<file path="config.mk">
export PLATFORM = sky130hd
export DESIGN_NAME = simd_alu
export DESIGN_NICKNAME = d
export VERILOG_FILES = /design/src/rtl/simd_alu_pkg.sv /design/src/rtl/simd_lane_addsub.sv /design/src/rtl/simd_lane_cmp.sv /design/src/rtl/simd_part.sv /design/src/rtl/simd_mul.sv /design/src/rtl/simd_alu.sv
export SDC_FILE = /design/constraint.sdc
export NUM_CORES = 2
export LEC_CHECK = 0
export CAP_MARGIN = 20
export CORE_UTILIZATION = 45
export DETAILED_ROUTE_END_ITERATION = 16
export PLACE_DENSITY = 0.6
export SLEW_MARGIN = 15
export SYNTH_ARGS = -nofsm -noshare
export SYNTH_HDL_FRONTEND = slang
export SYNTH_SLANG_ARGS = --single-unit
</file>
<file path="constraint.sdc">
create_clock -name clk -period 16.6 [get_ports clk]
set_clock_uncertainty 0.1 [all_clocks]
set_input_delay 3.32 -clock clk [delete_from_list [all_inputs] [get_ports clk]]
set_output_delay 3.32 -clock clk [all_outputs]
set_load 0.01 [all_outputs]
</file>
<file path="src/rtl/simd_alu_pkg.sv">
package simd_alu_pkg;
  localparam int VEC_W = 64;

  localparam logic [2:0] OPC_ADD   = 3'd0;
  localparam logic [2:0] OPC_SUB   = 3'd1;
  localparam logic [2:0] OPC_EQ    = 3'd2;
  localparam logic [2:0] OPC_GT    = 3'd3;
  localparam logic [2:0] OPC_MULLO = 3'd4;
  localparam logic [2:0] OPC_MULHI = 3'd5;

  localparam logic [1:0] LANE_8  = 2'd0;
  localparam logic [1:0] LANE_16 = 2'd1;
  localparam logic [1:0] LANE_32 = 2'd2;

  localparam int NUM_WIDTHS = 3;
  localparam int MUL_W = 16;

  typedef struct packed {
    logic [VEC_W-1:0] res;
    logic             illegal;
  } alu_out_t;
endpackage

</file>
<file path="src/rtl/simd_lane_addsub.sv">
module simd_lane_addsub #(
  parameter int W = 8
) (
  input  logic [W-1:0] a,
  input  logic [W-1:0] b,
  input  logic         sub,
  input  logic         sat,
  input  logic         uns,
  output logic [W-1:0] y
);
  logic [W:0] ext_a, ext_b, sum;
  logic       ovf;

  always_comb begin
    ext_a = uns ? {1'b0, a} : {a[W-1], a};
    ext_b = uns ? {1'b0, b} : {b[W-1], b};
    sum   = sub ? (ext_a - ext_b) : (ext_a + ext_b);
    ovf   = uns ? sum[W] : (sum[W] ^ sum[W-1]);
    if (!sat || !ovf) begin
      y = sum[W-1:0];
    end else if (uns) begin
      y = sub ? {W{1'b0}} : {W{1'b1}};
    end else begin
      y = sum[W] ? {1'b1, {(W-1){1'b0}}} : {1'b0, {(W-1){1'b1}}};
    end
  end
endmodule

</file>
<file path="src/rtl/simd_lane_cmp.sv">
module simd_lane_cmp #(
  parameter int W = 8
) (
  input  logic [W-1:0] a,
  input  logic [W-1:0] b,
  output logic [W-1:0] y_eq,
  output logic [W-1:0] y_gt
);
  always_comb begin
    y_eq = {W{a == b}};
    y_gt = {W{$signed(a) > $signed(b)}};
  end
endmodule

</file>
<file path="src/rtl/simd_part.sv">
module simd_part #(
  parameter int DW = 64,
  parameter int W  = 8
) (
  input  logic [DW-1:0] a,
  input  logic [DW-1:0] b,
  input  logic          sub,
  input  logic          sat,
  input  logic          uns,
  output logic [DW-1:0] y_as,
  output logic [DW-1:0] y_eq,
  output logic [DW-1:0] y_gt
);
  localparam int N = DW / W;

  for (genvar i = 0; i < N; i++) begin : g_lane
    simd_lane_addsub #(.W(W)) u_as (
      .a(a[i*W +: W]), .b(b[i*W +: W]),
      .sub(sub), .sat(sat), .uns(uns),
      .y(y_as[i*W +: W])
    );
    simd_lane_cmp #(.W(W)) u_cmp (
      .a(a[i*W +: W]), .b(b[i*W +: W]),
      .y_eq(y_eq[i*W +: W]), .y_gt(y_gt[i*W +: W])
    );
  end
endmodule

</file>
<file path="src/rtl/simd_mul.sv">
module simd_mul #(
  parameter int DW = 64,
  parameter int MW = 16
) (
  input  logic [DW-1:0] a,
  input  logic [DW-1:0] b,
  output logic [DW-1:0] y_lo,
  output logic [DW-1:0] y_hi
);
  localparam int N = DW / MW;

  for (genvar i = 0; i < N; i++) begin : g_mul
    logic signed [2*MW-1:0] prod;
    always_comb begin
      prod = $signed(a[i*MW +: MW]) * $signed(b[i*MW +: MW]);
    end
    assign y_lo[i*MW +: MW] = prod[MW-1:0];
    assign y_hi[i*MW +: MW] = prod[2*MW-1:MW];
  end
endmodule

</file>
<file path="src/rtl/simd_alu.sv">
module simd_alu
  import simd_alu_pkg::*;
#(
  parameter int DW = VEC_W
) (
  input  logic          clk,
  input  logic          rst_n,
  input  logic          in_valid,
  output logic          in_ready,
  input  logic [DW-1:0] in_a,
  input  logic [DW-1:0] in_b,
  input  logic [2:0]    in_op,
  input  logic [1:0]    in_lane,
  input  logic          in_sat,
  input  logic          in_uns,
  output logic          out_valid,
  input  logic          out_ready,
  output logic [DW-1:0] out_res,
  output logic          out_illegal
);
  logic [NUM_WIDTHS-1:0][DW-1:0] as_v, eq_v, gt_v;
  logic [DW-1:0] mul_lo, mul_hi;
  logic          is_mul, illegal;
  logic [DW-1:0] res_d;
  logic          valid_q;
  logic [DW-1:0] res_q;
  logic          ill_q;

  for (genvar g = 0; g < NUM_WIDTHS; g++) begin : g_width
    localparam int LW = 8 << g;
    simd_part #(.DW(DW), .W(LW)) u_part (
      .a(in_a), .b(in_b),
      .sub(in_op == OPC_SUB), .sat(in_sat), .uns(in_uns),
      .y_as(as_v[g]), .y_eq(eq_v[g]), .y_gt(gt_v[g])
    );
  end

  simd_mul #(.DW(DW), .MW(MUL_W)) u_mul (
    .a(in_a), .b(in_b), .y_lo(mul_lo), .y_hi(mul_hi)
  );

  always_comb begin
    is_mul  = (in_op == OPC_MULLO) || (in_op == OPC_MULHI);
    illegal = (in_lane > LANE_32) || (in_op > OPC_MULHI) ||
              (is_mul && (in_lane != LANE_16));
    res_d = '0;
    if (!illegal) begin
      unique case (in_op)
        OPC_ADD, OPC_SUB: res_d = as_v[in_lane];
        OPC_EQ:           res_d = eq_v[in_lane];
        OPC_GT:           res_d = gt_v[in_lane];
        OPC_MULLO:        res_d = mul_lo;
        OPC_MULHI:        res_d = mul_hi;
        default:          res_d = '0;
      endcase
    end
  end

  assign in_ready = !valid_q || out_ready;

  always_ff @(posedge clk) begin
    if (!rst_n) begin
      valid_q <= 1'b0;
      res_q   <= '0;
      ill_q   <= 1'b0;
    end else if (in_ready) begin
      valid_q <= in_valid;
      if (in_valid) begin
        res_q <= res_d;
        ill_q <= illegal;
      end
    end
  end

  assign out_valid   = valid_q;
  assign out_res     = res_q;
  assign out_illegal = ill_q;
endmodule

</file>
* Yosys cells after proc, flatten, opt, wreduce, memory -nomap -nowiden
Index checks and enable logic that the tools add are counted.
Operators by class: multipliers 4, equality and inequality tests 20, reduce and logical (&&, ||, !) cells 38, bitwise logic cells 14, mux-type cells 109, $lt $le $gt $ge 17, add/subtract/negate cells 28
Operators by type and width (count):
- $bmux W64 S2 | 3
- $pmux W64 S5 | 1
- $mux W64 | 4
- $mux W32 | 7
- $mux W9 | 24
- $mux W16 | 13
- $mux W17 | 12
- $mux W8 | 25
- $mux W33 | 6
- $mul A16 B16 Y32 | 4
- $add A9 B9 Y9 | 8
- $sub A9 B9 Y9 | 8
- $add A17 B17 Y17 | 4
- $sub A17 B17 Y17 | 4
- $add A33 B33 Y33 | 2
- $sub A33 B33 Y33 | 2
- $eq A16 B16 Y1 | 4
- $eq A32 B32 Y1 | 2
- $eq A8 B8 Y1 | 8
- $gt A16 B16 Y1 | 4
- $gt A32 B32 Y1 | 2
- $gt A8 B8 Y1 | 8
- $logic_or A1 B1 Y1 | 18
- $logic_not A1 Y1 | 16
- other kinds (13) | 41
Storage, ports and cells: register bits after elaboration 66, input bits 139, output and inout bits 67, logic and storage cells 233

* Logic depth before layout (Yosys ltp)
depth in word-level cells 12, mapped depth 27, gate-level depth less buffers 25

* Modules after synthesis
A second synthesis with hierarchy kept.
Second synthesis, totals: cells, all modules 8975, area total of the unflattened synthesis 73465.5 µm²
Modules (own cells, without submodules):
- simd_mul | area each 39389.0 µm², instances 1, cells each 4355, sequential area each 0.0 µm²
- simd_alu | area each 8627.0 µm², instances 1, cells each 1044, sequential area each 1321.3 µm²
- simd_lane_addsub (g_width[0].u_part.g_lane[0].u_as ...) | area each 755.7 µm², instances 8, cells each 100, sequential area each 0.0 µm²
- simd_lane_addsub (g_width[1].u_part.g_lane[0].u_as ...) | area each 1507.7 µm², instances 4, cells each 217, sequential area each 0.0 µm²
- simd_lane_addsub (g_width[2].u_part.g_lane[0].u_as ...) | area each 2821.5 µm², instances 2, cells each 420, sequential area each 0.0 µm²
- simd_lane_cmp (g_width[2].u_part.g_lane[0].u_cmp ...) | area each 1296.2 µm², instances 2, cells each 176, sequential area each 0.0 µm²
- simd_lane_cmp (g_width[0].u_part.g_lane[0].u_cmp ...) | area each 316.6 µm², instances 8, cells each 44, sequential area each 0.0 µm²
- simd_lane_cmp (g_width[1].u_part.g_lane[0].u_cmp ...) | area each 651.9 µm², instances 2, cells each 91, sequential area each 0.0 µm²
- simd_lane_cmp (g_width[1].u_part.g_lane[2].u_cmp ...) | area each 650.6 µm², instances 2, cells each 91, sequential area each 0.0 µm²

* Least setup slack after synthesis
OpenSTA, ideal clock, no wires.
path kind input port to flip-flop, from in in_a[47], to reg res_q[47] (netlist: out_res[47]), data required time 16.426 ns, library setup time 0.074 ns, setup slack 6.853 ns, data arrival time 9.573 ns, stages 25, path buffers 3, path through clkbuf_1 clkbuf_1 nand2_1 inv_1 fa_1 fa_1 fa_1 fa_1 fa_1 inv_1 fa_1 inv_1 ha_1 clkbuf_1 a21oi_1 o21ai_0 a21oi_1 o21ai_0 and3_1 a221o_1 o21a_1 o21ai_0 mux2i_1 nand2_1 a31oi_1
Between the ends: cells in the longest elaborated chain, start to end 12, elaborated cells on any way between the ends 48, classes of those cells add/sub (6); mul (1); order compare (3); eq/ne (3); mux (26); bitwise (3); reduce/logical (6)
RTL lines:
- start: declaration | RTL line simd_alu.sv:10 | input logic [DW-1:0] in_a,
- $mux W33 (tied with other cells) | RTL line simd_lane_addsub.sv:15 | ext_a = uns ? {1'b0, a} : {a[W-1], a};
- $add A33 B33 Y33 (tied with other cells) | RTL line simd_lane_addsub.sv:17 | sum = sub ? (ext_a - ext_b) : (ext_a + ext_b);
- $mux W33 (tied with other cells) | RTL line simd_lane_addsub.sv:17
- $xor A1 B1 Y1 | RTL line simd_lane_addsub.sv:18 | ovf = uns ? sum[W] : (sum[W] ^ sum[W-1]);
- $mux W1 | RTL line simd_lane_addsub.sv:18
- $logic_not A1 Y1 | RTL line simd_lane_addsub.sv:19 | if (!sat || !ovf) begin
- $logic_or A1 B1 Y1 | RTL line simd_lane_addsub.sv:19
- $mux W32 (tied with other cells) | RTL line simd_lane_addsub.sv:19
- $bmux W64 S2 | RTL line simd_alu.sv:49 | OPC_ADD, OPC_SUB: res_d = as_v[in_lane];
- $mux W64 (not written as such) | RTL line simd_alu.sv:49
- $pmux W64 S5 (*) | RTL line simd_alu.sv:48 | unique case (in_op)
- $mux W64 (*) | RTL line simd_alu.sv:47 | if (!illegal) begin
- end signal: assignment | RTL line simd_alu.sv:69 | res_q <= res_d;
- end: declaration | RTL line simd_alu.sv:26 | logic [DW-1:0] res_q;
Mark *: on every way between the ends. The rest lies on a longest branch, timed or not. The select of a mux whose other input is x is not followed. A chain may end at the register's enable or synchronous reset.

* Worst setup path in the final report
from in in_b[31], to reg res_q[31] (netlist: out_res[31])
Between the ends: cells in the longest elaborated chain, start to end 12, elaborated cells on any way between the ends 48, classes of those cells add/sub (6); mul (1); order compare (3); eq/ne (3); mux (26); bitwise (3); reduce/logical (6)
RTL lines:
- start: declaration | RTL line simd_alu.sv:11 | input logic [DW-1:0] in_b,
- $mux W33 (tied with other cells) | RTL line simd_lane_addsub.sv:16 | ext_b = uns ? {1'b0, b} : {b[W-1], b};
- $add A33 B33 Y33 (tied with other cells) | RTL line simd_lane_addsub.sv:17
- $mux W33 (tied with other cells) | RTL line simd_lane_addsub.sv:17
- $xor A1 B1 Y1 | RTL line simd_lane_addsub.sv:18
- $mux W1 | RTL line simd_lane_addsub.sv:18
- $logic_not A1 Y1 | RTL line simd_lane_addsub.sv:19
- $logic_or A1 B1 Y1 | RTL line simd_lane_addsub.sv:19
- $mux W32 (tied with other cells) | RTL line simd_lane_addsub.sv:19
- $bmux W64 S2 | RTL line simd_alu.sv:49
- $mux W64 (not written as such) | RTL line simd_alu.sv:49
- $pmux W64 S5 (*) | RTL line simd_alu.sv:48
- $mux W64 (*) | RTL line simd_alu.sv:47
Marked as above.

==> summary.txt <==
Clock network
  – Clock latency on the worst-skew pair: 0.39 ns
  – H-tree level count: 3
  – Hold buffer count at CTS: 0
  – PostCTS Resize Cnt: 0
  – Post-CTS setup buffers: 0
  – Root buf cell: clkbuf_16
  – Num CTS Buffers: 9
  – Clock sinks: 66
  – CTS clock-pin slew for the worst setup and hold paths: 0.06 ns
  – Clk buf depth: 2
  – CTS tree: built

Route
  – First-pass detailed-route iteration total: 6
  – Routed Antenna Nets: 0
  – Initial drt markers: 3918
  – # DRC: 0
  – Drt total wl: 194 mm
  – Via density per instance: 5.71
  – Drt wl/cell: around 23 microns
  – Vias: 49000

Timing
  – Rel. slew slack: 0.198
  – RSZ-0062 raised after global routing: false
  – Tightest Pin Transition: roughly 1.2 ns
  – Max Fclk: 0.0902 GHz
  – Final-report max-slew violation count: 0
  – Final Critical Period: about 11 ns
  – Fin Setup TNS: 0 ns
  – Final Cycle Share: 0.668
  – Setup violations, final: 0
  – Final Hold Viols: 0

Synth
  – Mapped Nets: 8658
  – Synth Cell Area: 0.0567 sq mm
  – Total of warnings raised by yosys: 0
  – Primary FF master, synth: dfxtp_1
  – Register area share after synthesis: 0.0233
  – Seq cells post-synth: 66
  – Library cells used by synthesis: 95
  – Post-synth ARST share: 0
  – Synthesized area per cell: around 8.3 sq um
  – Mapped Cells: 6873
  – Count of flip-flops with a built-in enable after synthesis: 0

Critical path
  – R2r startpoint: out_valid$_SDFFE_PN0N_
  – Crit end category: register
  – Cells on worst reg2reg path: 9
  – CP Launch Type: input pin
  – Worst Setup SP: in_b[31]
  – Critical path capture point: out_res[31]$_SDFFE_PN0P_
  – R2R Setup Slk: between 10 and 15 ns
  – Data arrival, critical path: 11.23 ns
  – Required time of the critical path: 16.75 ns
  – Critical Path Fanout Max: 19
  – Worst setup path class: in2reg
  – R2R Path End: out_res[12]$_SDFFE_PN0P_

Finish
  – Util after Layout: 0.491
  – Diodes inserted: 0
  – Fillers: between 10000 and 15000
  – Layout cells sized above 1: 0.0317
  – Commonest non-fill, non-tap cell in the layout: inv_1
  – Area growth, synth to finish: 7.64%
  – Most frequent cells in the layout: inv_1, fa_1, nand2_1
  – Nets: between 8000 and 9000
  – Post-route cell area: 0.0611 sq mm

Floorplanning
  – Starting density of the core: 0.456
  – Chip width: 357 microns
  – Core Area: 0.124 sq mm
  – Die height: roughly 360 microns
  – Site Rows: 129
  – Ports: a little over 200
  – Die area: 0.127 sq mm

Flow run
  – Max-cap violations: 0

Place
  – GPL Wtd Cong: 0.968
  – I/O Buffers: 205
  – Detailed placer's ending HPWL: 152 mm
  – Post-Place Cell Area: ~0.06 sq mm

Global route
  – Tot GR Track Use: 0.310
  – GRT overflow: 0
  – Initial antenna violation count: 6
  – Vias in the first global route: 51300
  – First-pass GRT wire length: 303 mm
  – Pin count of the biggest net entering global routing: 53

Worst hold path
  – Type of the worst min-delay path: reg2reg

Run status
  – Status: complete, no violations
worst min path at each step:
stage	slack, ns	start	to	cells after the start
detailed placement	0.35	out_res[3]$_SDFFE_PN0P_	out_res[3]$_SDFFE_PN0P_	1
global route	0.39	out_res[3]$_SDFFE_PN0P_	out_res[3]$_SDFFE_PN0P_	1
global placement	0.35	out_res[3]$_SDFFE_PN0P_	out_res[3]$_SDFFE_PN0P_	1
finish	0.37	out_res[3]$_SDFFE_PN0P_	out_res[3]$_SDFFE_PN0P_	1
CTS	0.37	out_res[3]$_SDFFE_PN0P_	out_res[3]$_SDFFE_PN0P_	1
floorplan	0.39	out_res[63]$_SDFFE_PN0P_	out_res[63]$_SDFFE_PN0P_	2
worst max-delay path: stages:
cell and delay (ns):
clkdlybuf4s50_1 0.98, clkinv_1 0.93, nor2_1 0.36, fa_1 0.47, fa_1 0.51, fa_1 0.43, fa_1 0.41, fa_1 0.51
inv_1 0.05, fa_1 0.48, inv_1 0.05, ha_1 0.34, a21o_1 0.19, a21o_1 0.17, a21oi_1 0.29, and3_1 0.21
a21oi_1 0.11, o211a_1 0.27, o2111ai_1 0.19, nand4b_1 0.17, a21oi_1 0.28, mux2i_1 0.35, a41oi_1 0.16
flip-flops by register name, indices dropped and copies added (netlist names):
| register | count |
|---|---|
| out_res | 64 |
| out_illegal | 1 |
| out_valid | 1 |
cell usage after synthesis (all sizes together) (14+ instances only):
master   number  area [sq um]
a211o        28           245
a211oi       40           305
a21boi       14           105
a21o         92           691
a21oi       318          1610
a221o        20           200
a221oi       41           365
a22oi        20           150
a31oi        68           425
and2        388          2430
and3         35           219
buf          33           153
clkbuf      244           916
dfxtp        66          1320
fa         1056         21100
ha          590          7380
inv        1315          4940
mux2i        23           243
nand2       689          2590
nand2b       68           433
nand3        78           403
nand4        33           206
nor2        443          1680
nor2b        27           169
nor3         72           365
nor4         22           144
o2111ai      26           234
o211ai       36           270
o21a         55           413
o21ai       267          1340
o21bai       22           165
o31ai        23           173
or2          20           125
or3          26           163
xnor2       285          2500
xor2         87           762
area by class of cell:
type | instances | area (sq um) | share of cell area
tap | 1637 | 2050 | 0.0335
timing repair buffer | 335 | 3030 | 0.0496
multi-input combinational | 5207 | 49400 | 0.809
clock buffer | 13 | 270 | 0.00443
inverter | 1323 | 4970 | 0.0813
clock inverter | 2 | 35.0 | 0.000574
sequential | 66 | 1320 | 0.0216
layer usage:
metal / track usage / vias to the layer above / part of all wire
met3: 0.0424 / 321 / 0.070
met2: 0.518 / 1802 / 0.47
met5: 0 / - / 0.00041
met4: 0.0854 / 12 / 0.030
met1: 0.419 / 24900 / 0.43
li1: - / 22000 / -
cells by family after synthesis:
| kind of cell | count (synthesis) | share of synthesized area |
|---|---|---|
| xor+xnor | 372 | 0.0574 |
| buf+inv | 1600 | 0.106 |
| compound gates | 1205 | 0.140 |
| flops | 66 | 0.0233 |
| mux | 27 | 0.00507 |
| fa+ha+maj | 1646 | 0.503 |
| simple gates | 1957 | 0.165 |
stage by stage:
stage                     hold slack (ns)  setup slack [ns]  std cells
after global placement              0.352              5.25       8562
after floorplan                     0.392              6.85       6873
after detailed placement            0.352              5.19       8562
after CTS                           0.367              5.57       8577
after global routing                0.390              5.18       8583
final                               0.370              5.52       8583
Power is not shown: default switching activity piles up to over one toggle a cycle in this logic, so the estimate is an artifact.
